## config.mk

```make
export PLATFORM = sky130hd
export DESIGN_NAME = link_irq_regs
export DESIGN_NICKNAME = d
export VERILOG_FILES = /design/src/rtl/lirq_pkg.sv /design/src/rtl/lirq_event_reg.sv /design/src/rtl/lirq_coll_cnt.sv /design/src/rtl/lirq_cmd_ctrl.sv /design/src/rtl/link_irq_regs.sv
export SDC_FILE = /design/constraint.sdc
export NUM_CORES = 1
export LEC_CHECK = 0
export ABC_AREA = 1
export BUFFER_PORTS_ARGS = -buffer_cell sky130_fd_sc_hd__clkbuf_2
export CAP_MARGIN = 20
export CORE_ASPECT_RATIO = 1.2
export CORE_MARGIN = 5
export CORE_UTILIZATION = 40
export CTS_BUF_LIST = sky130_fd_sc_hd__clkbuf_4 sky130_fd_sc_hd__clkbuf_8
export DETAILED_ROUTE_END_ITERATION = 7
export GPL_TIMING_DRIVEN = 0
export SYNTH_ARGS = -nofsm -noshare
export SYNTH_HDL_FRONTEND = slang
export SYNTH_HIERARCHICAL = 1
export SYNTH_SLANG_ARGS = --single-unit
```

## constraint.sdc

```tcl
create_clock -name clk -period 2.5 [get_ports clk]
set_input_delay 0.375 -clock clk [delete_from_list [all_inputs] [get_ports clk]]
set_output_delay 0.375 -clock clk [all_outputs]
set_load 0.005 [all_outputs]
```

## src/rtl/lirq_pkg.sv

```systemverilog
package lirq_pkg;

    localparam int DW = 8;
    localparam int AW = 4;
    localparam int CNT_W = 4;

    // Register addresses
    localparam logic [AW-1:0] A_TXEV   = 4'd0;
    localparam logic [AW-1:0] A_TXMSK  = 4'd1;
    localparam logic [AW-1:0] A_RXEV   = 4'd2;
    localparam logic [AW-1:0] A_RXMSK  = 4'd3;
    localparam logic [AW-1:0] A_MODE   = 4'd4;
    localparam logic [AW-1:0] A_CMD    = 4'd5;
    localparam logic [AW-1:0] A_SUM    = 4'd6;
    localparam logic [AW-1:0] A_BRST   = 4'd7;

    // Bits that exist in each event register
    localparam logic [DW-1:0] TX_VALID = 8'hFF;
    localparam logic [DW-1:0] RX_VALID = 8'h9F;

    // Positions inside the transmit event byte used by the counter
    localparam int TX_OK_BIT   = 7;
    localparam int TX_COLL_BIT = 2;

    typedef struct packed {
        logic [1:0] zero;
        logic       rcv_busy;
        logic       xmt_busy;
        logic       dma_busy;
        logic       dma_fin_n;
        logic       rx_pend_n;
        logic       tx_pend_n;
    } summary_t;

    typedef struct packed {
        logic dma;
        logic rcv;
        logic xmt;
    } cmd_t;

    function automatic logic [CNT_W-1:0] sat_inc(input logic [CNT_W-1:0] v);
        return (&v) ? v : v + 1'b1;
    endfunction

endpackage

```

## src/rtl/lirq_event_reg.sv

```systemverilog
module lirq_event_reg
    import lirq_pkg::*;
#(
    parameter logic [DW-1:0] VALID = 8'hFF
) (
    input  logic          clk,
    input  logic          rst,
    input  logic [DW-1:0] evt,
    input  logic          clr_we,
    input  logic          mask_we,
    input  logic [DW-1:0] wdata,
    output logic [DW-1:0] stat,
    output logic [DW-1:0] mask,
    output logic          pending
);
    logic [DW-1:0] clr_bits;

    assign clr_bits = clr_we ? wdata : '0;

    for (genvar i = 0; i < DW; i++) begin : g_bit
        if (VALID[i]) begin : g_live
            always_ff @(posedge clk) begin
                if (rst) begin
                    stat[i] <= 1'b0;
                    mask[i] <= 1'b0;
                end else begin
                    // event has priority over a same-cycle clear
                    stat[i] <= (stat[i] & ~clr_bits[i]) | evt[i];
                    if (mask_we) mask[i] <= wdata[i];
                end
            end
        end else begin : g_dead
            assign stat[i] = 1'b0;
            assign mask[i] = 1'b0;
        end
    end

    assign pending = |(stat & mask);

    a_r2_event_sticks: assert property (@(posedge clk) disable iff (rst)
        (|(evt & VALID)) |=> ((stat & $past(evt & VALID)) == $past(evt & VALID)));

    a_r3_clear_empties: assert property (@(posedge clk) disable iff (rst)
        (|(clr_bits & ~evt & VALID)) |=> ((stat & $past(clr_bits & ~evt & VALID)) == '0));

endmodule

```

## src/rtl/lirq_coll_cnt.sv

```systemverilog
module lirq_coll_cnt
    import lirq_pkg::*;
(
    input  logic             clk,
    input  logic             rst,
    input  logic             coll,
    input  logic             ok,
    output logic [CNT_W-1:0] cnt
);
    always_ff @(posedge clk) begin
        if (rst)       cnt <= '0;
        else if (ok)   cnt <= '0;
        else if (coll) cnt <= sat_inc(cnt);
    end

    a_r8_saturate: assert property (@(posedge clk) disable iff (rst)
        ((&cnt) && !ok) |=> (&cnt));

    a_r8_ok_resets: assert property (@(posedge clk) disable iff (rst)
        ok |=> (cnt == '0));

endmodule

```

## src/rtl/lirq_cmd_ctrl.sv

```systemverilog
module lirq_cmd_ctrl
    import lirq_pkg::*;
(
    input  logic clk,
    input  logic rst,
    input  logic start_we,
    input  cmd_t start,
    input  logic dma_done,
    input  logic rx_done,
    input  logic tx_done,
    output cmd_t en,
    output logic dma_fin
);
    cmd_t set_v, done_v;

    always_comb begin
        set_v  = start_we ? start : '0;
        done_v = '{dma: dma_done, rcv: rx_done, xmt: tx_done};
    end

    always_ff @(posedge clk) begin
        if (rst) begin
            en      <= '0;
            dma_fin <= 1'b0;
        end else begin
            // a start written in the same cycle wins over completion
            en <= set_v | (en & ~done_v);
            if (set_v.dma)                 dma_fin <= 1'b0;
            else if (dma_done && en.dma)   dma_fin <= 1'b1;
        end
    end

    a_r6_autoclear: assert property (@(posedge clk) disable iff (rst)
        (en.xmt && tx_done && !set_v.xmt) |=> !en.xmt);

    a_r7_idle_ignored: assert property (@(posedge clk) disable iff (rst)
        (!dma_fin && !en.dma && !set_v.dma) |=> !dma_fin);

endmodule

```

## src/rtl/link_irq_regs.sv

```systemverilog
module link_irq_regs
    import lirq_pkg::*;
(
    input  logic          clk,
    input  logic          rst,
    input  logic [AW-1:0] host_addr,
    input  logic [DW-1:0] host_wdata,
    input  logic          host_wr,
    input  logic          host_rd,
    output logic [DW-1:0] host_rdata,
    input  logic [DW-1:0] tx_evt,
    input  logic [DW-1:0] rx_evt,
    input  logic          dma_done,
    input  logic          rx_done,
    input  logic          tx_done,
    output logic          irq
);
    logic          brd_rst, rst_all;
    logic [DW-1:0] tx_stat, tx_mask, rx_stat, rx_mask;
    logic          tx_pend, rx_pend, dma_fin;
    logic [CNT_W-1:0] coll_cnt;
    logic [DW-CNT_W-1:0] mode_lo;
    cmd_t          cmd_en;
    summary_t      summ;
    logic [DW-1:0] rd_mux;

    assign brd_rst = host_wr && (host_addr == A_BRST);
    assign rst_all = rst | brd_rst;

    lirq_event_reg #(.VALID(TX_VALID)) u_tx (
        .clk(clk), .rst(rst_all), .evt(tx_evt),
        .clr_we(host_wr && host_addr == A_TXEV),
        .mask_we(host_wr && host_addr == A_TXMSK),
        .wdata(host_wdata), .stat(tx_stat), .mask(tx_mask), .pending(tx_pend));

    lirq_event_reg #(.VALID(RX_VALID)) u_rx (
        .clk(clk), .rst(rst_all), .evt(rx_evt),
        .clr_we(host_wr && host_addr == A_RXEV),
        .mask_we(host_wr && host_addr == A_RXMSK),
        .wdata(host_wdata), .stat(rx_stat), .mask(rx_mask), .pending(rx_pend));

    lirq_coll_cnt u_coll (
        .clk(clk), .rst(rst_all),
        .coll(tx_evt[TX_COLL_BIT]), .ok(tx_evt[TX_OK_BIT]), .cnt(coll_cnt));

    lirq_cmd_ctrl u_cmd (
        .clk(clk), .rst(rst_all),
        .start_we(host_wr && host_addr == A_CMD),
        .start(cmd_t'(host_wdata[DW-1:DW-3])),
        .dma_done(dma_done), .rx_done(rx_done), .tx_done(tx_done),
        .en(cmd_en), .dma_fin(dma_fin));

    always_ff @(posedge clk) begin
        if (rst_all)                                mode_lo <= '0;
        else if (host_wr && host_addr == A_MODE)    mode_lo <= host_wdata[DW-CNT_W-1:0];
    end

    always_comb begin
        summ           = '0;
        summ.tx_pend_n = ~tx_pend;
        summ.rx_pend_n = ~rx_pend;
        summ.dma_fin_n = ~dma_fin;
        summ.dma_busy  = cmd_en.dma;
        summ.xmt_busy  = cmd_en.xmt;
        summ.rcv_busy  = cmd_en.rcv;
    end

    assign irq = ~(summ.tx_pend_n & summ.rx_pend_n & summ.dma_fin_n);

    always_comb begin
        case (host_addr)
            A_TXEV:  rd_mux = tx_stat;
            A_TXMSK: rd_mux = tx_mask;
            A_RXEV:  rd_mux = rx_stat;
            A_RXMSK: rd_mux = rx_mask;
            A_MODE:  rd_mux = {coll_cnt, mode_lo};
            A_CMD:   rd_mux = {cmd_en, {(DW-3){1'b0}}};
            A_SUM:   rd_mux = summ;
            default: rd_mux = '0;
        endcase
    end

    always_ff @(posedge clk) begin
        if (rst_all)      host_rdata <= '0;
        else if (host_rd) host_rdata <= rd_mux;
    end

    a_r11_rdata_hold: assert property (@(posedge clk) disable iff (rst_all)
        !host_rd |=> $stable(host_rdata));

    a_r10_board_reset: assert property (@(posedge clk) disable iff (rst)
        brd_rst |=> (tx_stat == '0 && rx_stat == '0 && cmd_en == '0 && coll_cnt == '0));

endmodule

```

* After elaboration in Yosys (flattened, before gate mapping)
Index checks and enable logic that the tools add are counted.
Operators by class: add/subtract/negate cells 1, multipliers 0, div/mod/pow operators 0, magnitude comparators 0, eq/ne operators 7, shift operators 0, muxes and demuxes 4, bitwise logic cells 55, reductions and logical operators 15
Operator list (count):
- $pmux W8 S7 | 1
- $not A1 Y1 | 19
- $and A1 B1 Y1 | 16
- $and A8 B8 Y8 | 2
- $eq A4 B3 Y1 const B | 4
- $mux W8 | 2
- $reduce_or A8 Y1 | 2
- $or A1 B1 Y1 | 15
- $eq A4 B2 Y1 const B | 2
- $logic_and A1 B1 Y1 | 8
- $add A4 B1 Y4 const B | 1
- $eq A4 B1 Y1 const B | 1
- $logic_not A4 Y1 | 1
- $reduce_and A4 Y1 | 1
- $reduce_or A2 Y1 | 2
- $and A3 B3 Y3 | 1
- $mux W3 | 1
- $not A3 Y3 | 1
- $or A3 B3 Y3 | 1
- $reduce_and A2 Y1 | 1
Word-level totals: flip-flop bits (word level) 48, bits in latches 0, bits in writable memories 0, ROM bits 0, bits of input ports 35, word-level logic and storage cells 117, memories 0

* Longest topological paths before layout
Gate-level depths: netlist of run 1.
depth in word-level cells 6, depth in mapped cells 9, depth with buffers taken out 9

* Hierarchy
The synthesis of run 1 kept the hierarchy.
By module, submodules not included:
- link_irq_regs | times used 1, cells an instance 183, area each 1056.0 µm², sequential area each 240.2 µm²
- lirq_event_reg (u_tx) | times used 1, cells an instance 92, area each 718.2 µm², sequential area each 320.3 µm²
- lirq_event_reg (u_rx) | times used 1, cells an instance 73, area each 504.2 µm², sequential area each 240.2 µm²
- lirq_coll_cnt | times used 1, cells an instance 28, area each 206.4 µm², sequential area each 80.1 µm²
- lirq_cmd_ctrl | times used 1, cells an instance 20, area each 148.9 µm², sequential area each 80.1 µm²

* Worst setup path after synthesis of run 1
No wires, ideal clock.
path type input to register, start input port host_addr[0], end register u_rx.mask[7], library setup time 0.118 ns, data arrival time 1.289 ns, slack 1.094 ns, stages 7, buffers on the path 0, cells stage by stage nand2_1 > inv_2 > nand2_1 > nor3_1 > inv_2 > nand2_1 > a21oi_2
On the way: word-level cells in the longest chain between the ends 3, elaborated cells on any way between the ends 5
RTL lines:
- from (decl) | line link_irq_regs.sv:6 | input logic [AW-1:0] host_addr,
- $eq A4 B3 Y1 | line link_irq_regs.sv:27 | assign brd_rst = host_wr && (host_addr == A_BRST);
- $logic_and A1 B1 Y1 | line link_irq_regs.sv:27
- $or A1 B1 Y1 | line link_irq_regs.sv:28 | assign rst_all = rst | brd_rst;
- to (signal, indexed assignment) | line lirq_event_reg.sv:29 | if (mask_we) mask[i] <= wdata[i];
- to (decl) | line lirq_event_reg.sv:13 | output logic [DW-1:0] mask,
Parallel ways exist; a longest one is shown, timed or not. A chain may end at the register's enable or synchronous reset.

* Worst setup path in the final report of run 1
start register u_rx.stat[0], end output port irq
On the way: word-level cells in the longest chain between the ends 6
RTL lines:
- from (decl) | line lirq_event_reg.sv:12 | output logic [DW-1:0] stat,
- from (signal, indexed assignment) | line lirq_event_reg.sv:28 | stat[i] <= (stat[i] & ~clr_bits[i]) | evt[i];
- $and A8 B8 Y8 | line lirq_event_reg.sv:38 | assign pending = |(stat & mask);
- $reduce_or A8 Y1 | line lirq_event_reg.sv:38
- net rx_pend | line link_irq_regs.sv:20 | logic tx_pend, rx_pend, dma_fin;
- $not A1 Y1 | line link_irq_regs.sv:61 | summ.rx_pend_n = ~rx_pend;
- $and A1 B1 Y1 (2 in series) | line link_irq_regs.sv:68 | assign irq = ~(summ.tx_pend_n & summ.rx_pend_n & summ.dma_fin_n);
- $not A1 Y1 | line link_irq_regs.sv:68
- to (decl) | line link_irq_regs.sv:16 | output logic irq
The timed path passes the listed nets, and every way through them passes these cells.

==> impl_results.md, run 1 <==
- Met3 wire len: 264 um
- CTS tree: yes
- Total Routed Length: 6810 um
- Commonest cells in the netlist: nand2_1 (142), dfxtp_1 (48), nor2_1 (48), inv_1 (36), nand3_1 (36)
- FF-to-FF setup slack: 1.28 ns
- Share of cells above drive strength 1: 21.8%
- Worst hold margin: 0.283 ns
- Main synth FF type: dfxtp_1
- Setup Slack @ Placement: 0.560 ns
- Area contributors post-synth: dfxtp_1 (36%), nand2_1 (20%), a21oi_2 (7.0%), nand3_1 (6.8%), nor2_1 (6.8%)
- Synth area leader: dfxtp_1
- Clock Latency Late Sink: 0.30 ns
- Post-synthesis sequential area ratio: 36.5%
- Area of the die: 0.00831 sq mm
- Pwr per Cell Area: 481 mW/mm^2
- Hold Path Class: input pin to flop
- Met2 WL post-DR: 3260 um
- CP max stage delay: 0.37 ns
- Hold Buf Count CTS: 0
- FP Rows: 32
- Clock slew at reported path FFs: 0.08 ns
- Post-synthesis instance area: 0.00263 sq mm
- # IOs: 44
- Slew Limit Fails: 0
- First-pass GRT wire length: 11800 um
- Initial drt markers: 142
- CP arrival: 1.45 ns
- Setup crit end: irq
- Post-CTS Setup Inserts: 0
- Setup TNS: 0 ns
- Drt drc: 0
- Largest net degree at the start of global routing: 19
- Final Hold Viols: 0
- Vias: 2488
- Area of the multi-input gates: 0.00137 sq mm
- Vias/cell: 4.69
- Clock sink total: 48
- Chip Height: 98.9 um
- Critical Path Stages: 6
- Dpl hpwl: 5300 um
- Max FO, Critical Path: 3
- Non-filler instance count after layout: 530
- Leak: 1.39 nW
- Share of synthesized flip-flops with an asynchronous set or reset: 0%
- R2R Path Start: u_coll/cnt[0]
- WL per Instance: 12.9 um
- Inst Count DP: 523
- Post-layout nets: 481
- Post-layout util: 47.3%
- RSZ-0062 raised after global routing: no
- Core box area: 0.00641 sq mm
- Die width: 84.1 um
- Required time of the critical path: 2.12 ns
- Initial antenna violation count: 0
- Vias in the first global route: 2487
- FF+latch area: 961 sq um
- Slew HR: 47.0%
- Syn-to-layout area delta: 15.0%
- Antenna viol nets, final: 0
- Crit path from: u_rx/stat[0]
- Crit end category: primary output
- R2r endpoint: u_coll/cnt[1]
- Worst Path Buf+Inv: 1
- Worst R2R Path Depth: 6
- Fill cells: 704
- Fin crit period: 1.82 ns
- DRT Pass-1 Iters: 4
- Worst vdd rail ir drop: 0.000349 V
- Post-Syn Instances: 396
- CTS Buf Count: 5
- CP dominant cell by count: nand2_1
- Warnings from Yosys: 6
- H-tree depth: 2
- CP Cell Sequence: nand2_1 > nand2_1 > nor2_1 > nand2_1 > or3_1 > clkbuf_2
- # resized after CTS: 0
- M1 WL: 3150 um
- MaxCap Viol Count: 0
- Initial Utilization: 41.1%
- Share of the synthesized area in the top cell type: 36.5%
- Hold path depth: 3
- Setup CP Type: flop to primary output
- GPL Wtd Cong: 0.879
- Port bufs: 39
- Clock Tree Buf Depth: 2
- Count leader, synth: nand2_1
- Crit-path leading delay family: simple AND/OR/NAND/NOR gates
- EDFF count, synth: 0
- CTS Root Cell: clkbuf_8
- Slowest CP cell: or3_1
- Crit path launch type: flop
- Unique cell type count in the Yosys netlist: 27
- Final worst slack: 0.677 ns
- Total GRT Usage: 17.5%
- GRT Residual Overflow: 0
- Highest Signal Layer: met4
- Status: completed
- Clock Skews: 0.00522 ns
- Syn Area/Cell: 6.65 sq um
- Inserted Diodes: 0
- Final Cycle Share: 72.9%
- Tightest Pin Transition: 0.789 ns
- Seq cells post-synth: 48
- Fmax: 549 MHz
- Setup-failing EPs final: 0
sequential cells by signal, indices dropped and copies added, names as in the netlist:
name	flops
mode_lo	4
u_rx/stat	6
u_tx/mask	8
u_coll/cnt	4
u_rx/mask	6
host_rdata	8
u_cmd/dma_fin	1
u_cmd/en	3
u_tx/stat	8
cells in the final DEF, fill, tap and decap left out, drive strengths merged, types with 4 or more instances in the layout:
| cell type | count |
|---|---|
| buf | 16 |
| conb | 4 |
| dfxtp | 48 |
| a21oi | 44 |
| nand2 | 143 |
| nor2 | 53 |
| nand4 | 5 |
| clkbuf | 46 |
| inv | 39 |
| nand3 | 37 |
metal layers:
metal / track usage, % / up-vias
met5: 0 / -
met4: 5.45 / 0
met3: 3.68 / 9
met2: 30.0 / 56
met1: 21.8 / 1091
li1: - / 1332
kinds of logic after synthesis:
kind of cell               after synthesis  share of synthesized area (%)
AOI/OAI and AO/OA                       48                           12.5
xor gates and xnor gates                 1                          0.333
adders and majority gates                1                          0.475
buffers and inverters                   57                           12.0
DFF                                     48                           36.5
other                                    1                          0.142
and+or+nand+nor                        240                           38.1
worst min-delay path, cell delays in order:
cell	delay, ns
clkbuf_2	0.08
inv_1	0.04
a21oi_1	0.05
how the worst min path moves through the flow:
stage | to | from | slack [ns]
final | u_tx/stat[6] | tx_evt[6] | 0.28
after detailed placement | mode_lo[1] | mode_lo[1] | 0.45
after global routing | u_tx/stat[6] | tx_evt[6] | 0.28
after global placement | mode_lo[0] | mode_lo[0] | 0.45
after CTS | u_tx/stat[6] | tx_evt[6] | 0.28
after floorplan | mode_lo[0] | mode_lo[0] | 0.44
power breakdown:
group          switching, mW  internal (mW)
clock                  0.251          0.202
combinational          0.117         0.0746
sequential            0.0235          0.789
total                  0.391           1.07
stage by stage:
stage	cell area (sq um)	power, mW
after global routing	3030	1.54
final	3030	1.46
after detailed placement	2950	1.02
after CTS	3030	1.47
after floorplan	2650	0.944
after global placement	2950	1.02
layout make-up:
cell class	count	area share [%]
plain buffers	17	5.29
clock buffers	6	2.52
clock inverters	1	0.165
inverters	40	5.12
multi-input cells	294	45.2
flip-flops and latches	48	31.7
well taps	85	3.51
repair buffers	39	6.45
(Power assumes the default switching activity.)
==> run 2: changes to the inputs <==
==> constraint.sdc (replaced) <==
create_clock -name clk -period 1.6 [get_ports clk]
set_input_delay 0.24 -clock clk [delete_from_list [all_inputs] [get_ports clk]]
set_output_delay 0.24 -clock clk [all_outputs]
set_load 0.005 [all_outputs]
==> impl_results.md, run 2 (synthesized netlist as in run 1, its figures left out) <==
- R2R Path Start: u_coll/cnt[1]
- Vias in the first global route: 2534 (+1.9%)
- Setup CP Type: flop to primary output
- RSZ-0062 raised after global routing: yes
- Total GRT Usage: 17.8% (+0.33 points)
- Port bufs: 39 (unchanged)
- CP dominant cell by count: nand2_1
- Clock Latency Late Sink: 0.30 ns (about the same)
- WL per Instance: 12.9 um (about the same)
- Inserted Diodes: 0 (unchanged)
- Pwr per Cell Area: 738 mW/mm^2 (+53%)
- CP max stage delay: 0.37 ns (about the same)
- Vias/cell: 4.66 (-0.77%)
- GPL Wtd Cong: 0.879 (unchanged)
- CP Cell Sequence: nand2_1 > nand2_1 > nor2_1 > nand2_1 > or3_1 > clkbuf_2
- Commonest non-fill, non-tap cell in the layout: nand2_1
- Dpl hpwl: 5300 um (unchanged)
- CTS Root Cell: clkbuf_8
- Antenna viol nets, final: 0 (unchanged)
- H-tree depth: 2 (unchanged)
- Commonest cells after routing, fill and taps aside: nand2_1 (142), nor2_1 (48), clkbuf_2 (39)
- CTS Buf Count: 5 (unchanged)
- GRT Residual Overflow: 0 (unchanged)
- FP Rows: 32 (unchanged)
- Hold Buf Count CTS: 0 (unchanged)
- Fill cells: 701 (-0.43%)
- Worst Hold Launch: tx_evt[6]
- Chip Height: 98.9 um (unchanged)
- Area of the multi-input gates: 0.00137 sq mm (+0.37%)
- First-pass GRT wire length: 12000 um (+1.9%)
- Required time of the critical path: 1.36 ns (-0.76 ns)
- Hold path depth: 3 (unchanged)
- Die width: 84.1 um (unchanged)
- Area of the die: 0.00831 sq mm (unchanged)
- # IOs: 44 (unchanged)
- Fin crit period: 1.66 ns
- Final Hold Viols: 0 (unchanged)
- Status: finished, violations left
- Clock slew at reported path FFs: 0.08 ns (about the same)
- Syn-to-layout area delta: 18.1%
- CTS tree: yes
- Largest net degree at the start of global routing: 19 (unchanged)
- Final Cycle Share: 104%
- Slowest CP cell: or3_1
- Max FO, Critical Path: 2 (-1)
- Share of cells above drive strength 1: 26.7% (+4.9 points)
- Fmax: 603 MHz
- Worst R2R Path Depth: 6 (unchanged)
- Clock Tree Buf Depth: 2 (unchanged)
- Total Routed Length: 6920 um (+1.6%)
- Post-layout nets: 489 (+1.7%)
- Setup-failing EPs final: 1 (+1)
- Initial antenna violation count: 0 (unchanged)
- Hold Path Class: input pin to flop
- Core box area: 0.00641 sq mm (unchanged)
- Initial Utilization: 41.1% (unchanged)
- Crit path from: u_tx/stat[2]
- MaxCap Viol Count: 0 (unchanged)
- FF+latch area: 980 sq um (+2.0%)
- Initial drt markers: 143 (+0.70%)
- CP arrival: 1.42 ns (-0.03 ns)
- Largest registers: host_rdata: 8 flops, u_tx/mask: 8 flops, u_tx/stat: 8 flops
- Setup TNS: -0.0591 ns (-0.0591 ns)
- Crit end category: primary output
- Setup Slack @ Placement: -0.205 ns (-0.765 ns)
- Leak: 1.44 nW (+3.4%)
- Crit path launch type: flop
- Final worst slack: -0.0591 ns (-0.736 ns)
- Clock Skews: 0.00503 ns (-0.000181 ns)
- Slew Limit Fails: 0 (unchanged)
- Clock sink total: 48 (unchanged)
- Vias: 2506 (+0.72%)
- Worst vdd rail ir drop: 0.000546 V (+56%)
- Failing checks: negative setup slack
- DRT Pass-1 Iters: 4 (unchanged)
- Drt drc: 0 (unchanged)
run 2: power breakdown:
group          internal, mW  total, mW  switching, mW
registers              1.24       1.27         0.0336
clock network         0.315      0.707          0.392
logic                 0.129      0.318          0.190
run 2: routing by layer:
layer / share of wire (%) / wire length [um] / vias up / GRT usage [%]
li1: - / - / 1347 / -
met1: 47 / 3220 / 1104 / 22.0
met2: 48 / 3320 / 45 / 31.0
met3: 3.3 / 226 / 10 / 3.68
met4: 2.2 / 153 / 0 / 5.45
met5: 0 / 0 / - / 0
run 2: through the flow:
step | cell area (sq um) | hold slack [ns] | total power [mW] | cells | utilization [%]
6_report | 3110 | 0.143 | 2.30 | 538 | 48.6
5_1_grt | 3110 | 0.139 | 2.43 | 538 | 48.6
4_1_cts | 3110 | 0.139 | 2.32 | 538 | 48.5
3_5_place_dp | 2950 | 0.454 | 1.60 | 523 | 46.0
3_3_place_gp | 2950 | 0.451 | 1.60 | 523 | 46.0
2_1_floorplan | 2650 | 0.373 | 1.47 | 399 | -
run 2: worst max-delay path: cells and delay by family (launching register included):
kind                   cells  cell delay [ns]
AND/OR/NAND/NOR            5             0.67
flip-flops                 1             0.33
buffers and inverters      1             0.12
run 2: path summary, 6_finish.rpt:
path	to	slack, ns
setup / recovery	irq	-0.06
hold / removal	u_tx/stat[6]	0.14
setup reg to reg	u_coll/cnt[1]	0.39
hold reg to reg	mode_lo[1]	0.47
run 2: what timing repair did:
action                                  4_1_cts  5_1_grt
buffers inserted                              8        0
pin swaps                                     2        0
gates resized for setup                      14        2
endpoints found under the setup margin        1        7
run 2: area by class of cell:
| class | count | share of cell area, % |
|---|---|---|
| buffer | 17 | 5.15 |
| clock buffer | 6 | 2.45 |
| clock inverter | 1 | 0.161 |
| inverter | 40 | 4.99 |
| multi-input combinational | 294 | 44.1 |
| sequential | 48 | 31.5 |
| tap | 85 | 3.42 |
| timing repair buffer | 47 | 8.20 |
==> run 3: changes to the inputs <==
--- a/config.mk
+++ b/config.mk
@@ -14,6 +14,7 @@
 export CTS_BUF_LIST = sky130_fd_sc_hd__clkbuf_4 sky130_fd_sc_hd__clkbuf_8
 export DETAILED_ROUTE_END_ITERATION = 7
 export GPL_TIMING_DRIVEN = 0
+export PLACE_DENSITY = 0.63
 export SYNTH_ARGS = -nofsm -noshare
 export SYNTH_HDL_FRONTEND = slang
 export SYNTH_HIERARCHICAL = 1
==> impl_results.md, run 3 (synthesized netlist as in run 1, its figures left out) <==
- Final worst slack: -0.0774 ns (-0.0183 ns)
- Fmax: 596 MHz (-1.1%)
- CTS tree: yes
- Total Routed Length: 6700 um (-3.1%)
- Required time of the critical path: 1.36 ns (about the same)
- Crit path launch type: flop
- Crit path from: u_rx/stat[4]
- Critical Path Stages: 6 (unchanged)
- Initial Utilization: 41.1% (unchanged)
- Die width: 84.1 um (unchanged)
- Largest registers: host_rdata: 8 flops, u_tx/mask: 8 flops, u_tx/stat: 8 flops
- FP Rows: 32 (unchanged)
- R2r endpoint: u_coll/cnt[0]
- Worst vdd rail ir drop: 0.000403 V (-26%)
- Clock Latency Late Sink: 0.30 ns (about the same)
- Largest net degree at the start of global routing: 19 (unchanged)
- CP max stage delay: 0.37 ns (about the same)
- Crit-path leading delay family: simple AND/OR/NAND/NOR gates
- Crit end category: primary output
- Share of cells above drive strength 1: 25.4% (-1.3 points)
- MaxCap Viol Count: 0 (unchanged)
- Slew HR: 67.0%
- R2R Path Start: u_coll/cnt[0]
- Status: finished, violations left
- Clock slew at reported path FFs: 0.08 ns (about the same)
- Setup crit end: irq
- Vias/cell: 4.71 (+1.2%)
- GR Layer Usage met1: 21.8% (-0.19 points)
- Post-layout nets: 484 (-1.0%)
- CTS Root Cell: clkbuf_8
- Core box area: 0.00641 sq mm (unchanged)
- Pwr per Cell Area: 812 mW/mm^2 (+10%)
- # IOs: 44 (unchanged)
- RSZ-0062 raised after global routing: yes
- Inserted Diodes: 0 (unchanged)
- CP dominant cell by count: nand2_1
- CTS Buf Count: 5 (unchanged)
- Inst Count DP: 523 (unchanged)
- Tightest Pin Transition: 0.493 ns
- Failing checks: negative setup slack
- Fin crit period: 1.68 ns (+0.0183 ns)
- First-pass GRT wire length: 11500 um (-4.6%)
- Syn-to-layout area delta: 18.4%
- Clock sink total: 48 (unchanged)
- Total GRT Usage: 17.1% (-0.72 points)
- Vias in the first global route: 2431 (-4.1%)
- Drt drc: 0 (unchanged)
- Clock Skews: 0.00670 ns (+0.00166 ns)
- Antenna viol nets, final: 0 (unchanged)
- Post-layout util: 48.7% (+0.12 points)
- Hold Path Class: input pin to flop
- Area of the die: 0.00831 sq mm (unchanged)
- Final Hold Viols: 0 (unchanged)
- Port bufs: 39 (unchanged)
- Max FO, Critical Path: 2 (unchanged)
- FF-to-FF setup slack: 0.40 ns (about the same)
- Setup-failing EPs final: 1 (unchanged)
- Initial antenna violation count: 0 (unchanged)
- Worst Path Buf+Inv: 1 (unchanged)
- Vias: 2516 (+0.40%)
- Commonest cells after routing, fill and taps aside: nand2_1 (142), nor2_1 (48), clkbuf_2 (39)
- Setup CP Type: flop to primary output
- Worst R2R Path Depth: 6 (unchanged)
- WL per Instance: 12.6 um (-2.4%)
- Chip Height: 98.9 um (unchanged)
- Slowest CP cell: or3_4
- Slew Limit Fails: 0 (unchanged)
- Met3 usage: 3.09% (-0.59 points)
- GRT busiest layer: met2
- Clock Tree Buf Depth: 2 (unchanged)
- CP arrival: 1.44 ns (+0.02 ns)
- DRT Pass-1 Iters: 4 (unchanged)
- Dpl hpwl: 5190 um (-2.0%)
- Initial drt markers: 168 (+17%)
- GPL Wtd Cong: 0.903 (+2.7%)
- Final Cycle Share: 105% (+1.1 points)
- CP Cell Sequence: nand2_1 > nand2_1 > nor2_1 > nand2_1 > or3_4 > clkbuf_2
- GRT Residual Overflow: 0 (unchanged)
- Non-filler instance count after layout: 534 (-0.74%)
- Met2 Use GR: 28.7% (-2.3 points)
- H-tree depth: 2 (unchanged)
- Commonest non-fill, non-tap cell in the layout: nand2_1
- Leak: 1.43 nW (-0.64%)
## run 3: cell types whose count changed in the layout (fill, tap and decap cells not counted), sizes merged
cell,delta
clkinv,-1
buf,-5
bufinv,+1
clkbuf,+1
## run 3: how the worst min path moves through the flow
stage / start / endpoint / cells after the start
finish: rx_evt[0] / u_rx/stat[0] / 3
global route: tx_evt[1] / u_tx/stat[1] / 3
CTS: rx_evt[0] / u_rx/stat[0] / 3
detailed placement: host_rdata[2] / host_rdata[2] / 2
global placement: mode_lo[0] / mode_lo[0] / 2
floorplan: tx_evt[5] / u_tx/stat[5] / 2
## run 3: per-stage QoR
stage	hold slack (ns)	cell area, sq um	setup WS [ns]	TNS (ns)	total power [mW]
global placement	0.452	2950	-0.192	-1.19	1.59
global route	0.151	3120	-0.130	-0.130	2.65
CTS	0.137	3080	-0.0780	-0.0780	2.54
detailed placement	0.458	2950	-0.206	-1.23	1.60
finish	0.142	3120	-0.0774	-0.0774	2.53
floorplan	0.373	2650	0.329	0	1.47
## run 3: cell type report
class / instances / area, sq um
Sequential cell: 48 / 975
Inverter: 40 / 155
Timing Repair Buffer: 42 / 218
Clock inverter: 1 / 30.0
Tap cell: 85 / 106
Clock buffer: 7 / 96.3
Buffer: 17 / 160
Fill cell: 695 / 3290
Multi-Input combinational cell: 294 / 1380
## run 3: routing by layer
| metal | share of wire, % | up-vias |
|---|---|---|
| met5 | 0 | - |
| met3 | 5.3 | 9 |
| met1 | 44 | 1114 |
| met2 | 49 | 56 |
| met4 | 1.9 | 0 |
| li1 | - | 1337 |
## run 3: power breakdown
part / internal, mW / switching [mW] / total, mW
clock network: 0.552 / 0.402 / 0.953
logic: 0.125 / 0.186 / 0.310
registers: 1.24 / 0.0332 / 1.27
total: 1.91 / 0.620 / 2.53
## run 3: timing repair
| item | CTS | global route |
|---|---|---|
| endpoints found under the hold margin | 0 | 0 |
| gates resized for setup | 4 | 9 |
| setup buffers | 0 | 3 |
| setup endpoints to repair | 1 | 7 |
| pin swaps | 0 | 3 |
| hold buffers | 0 | 0 |
## run 3: worst min-delay path, delay by kind of cell
kind | cells | cell delay (ns)
buf+inv | 2 | 0.12
compound gates | 1 | 0.05
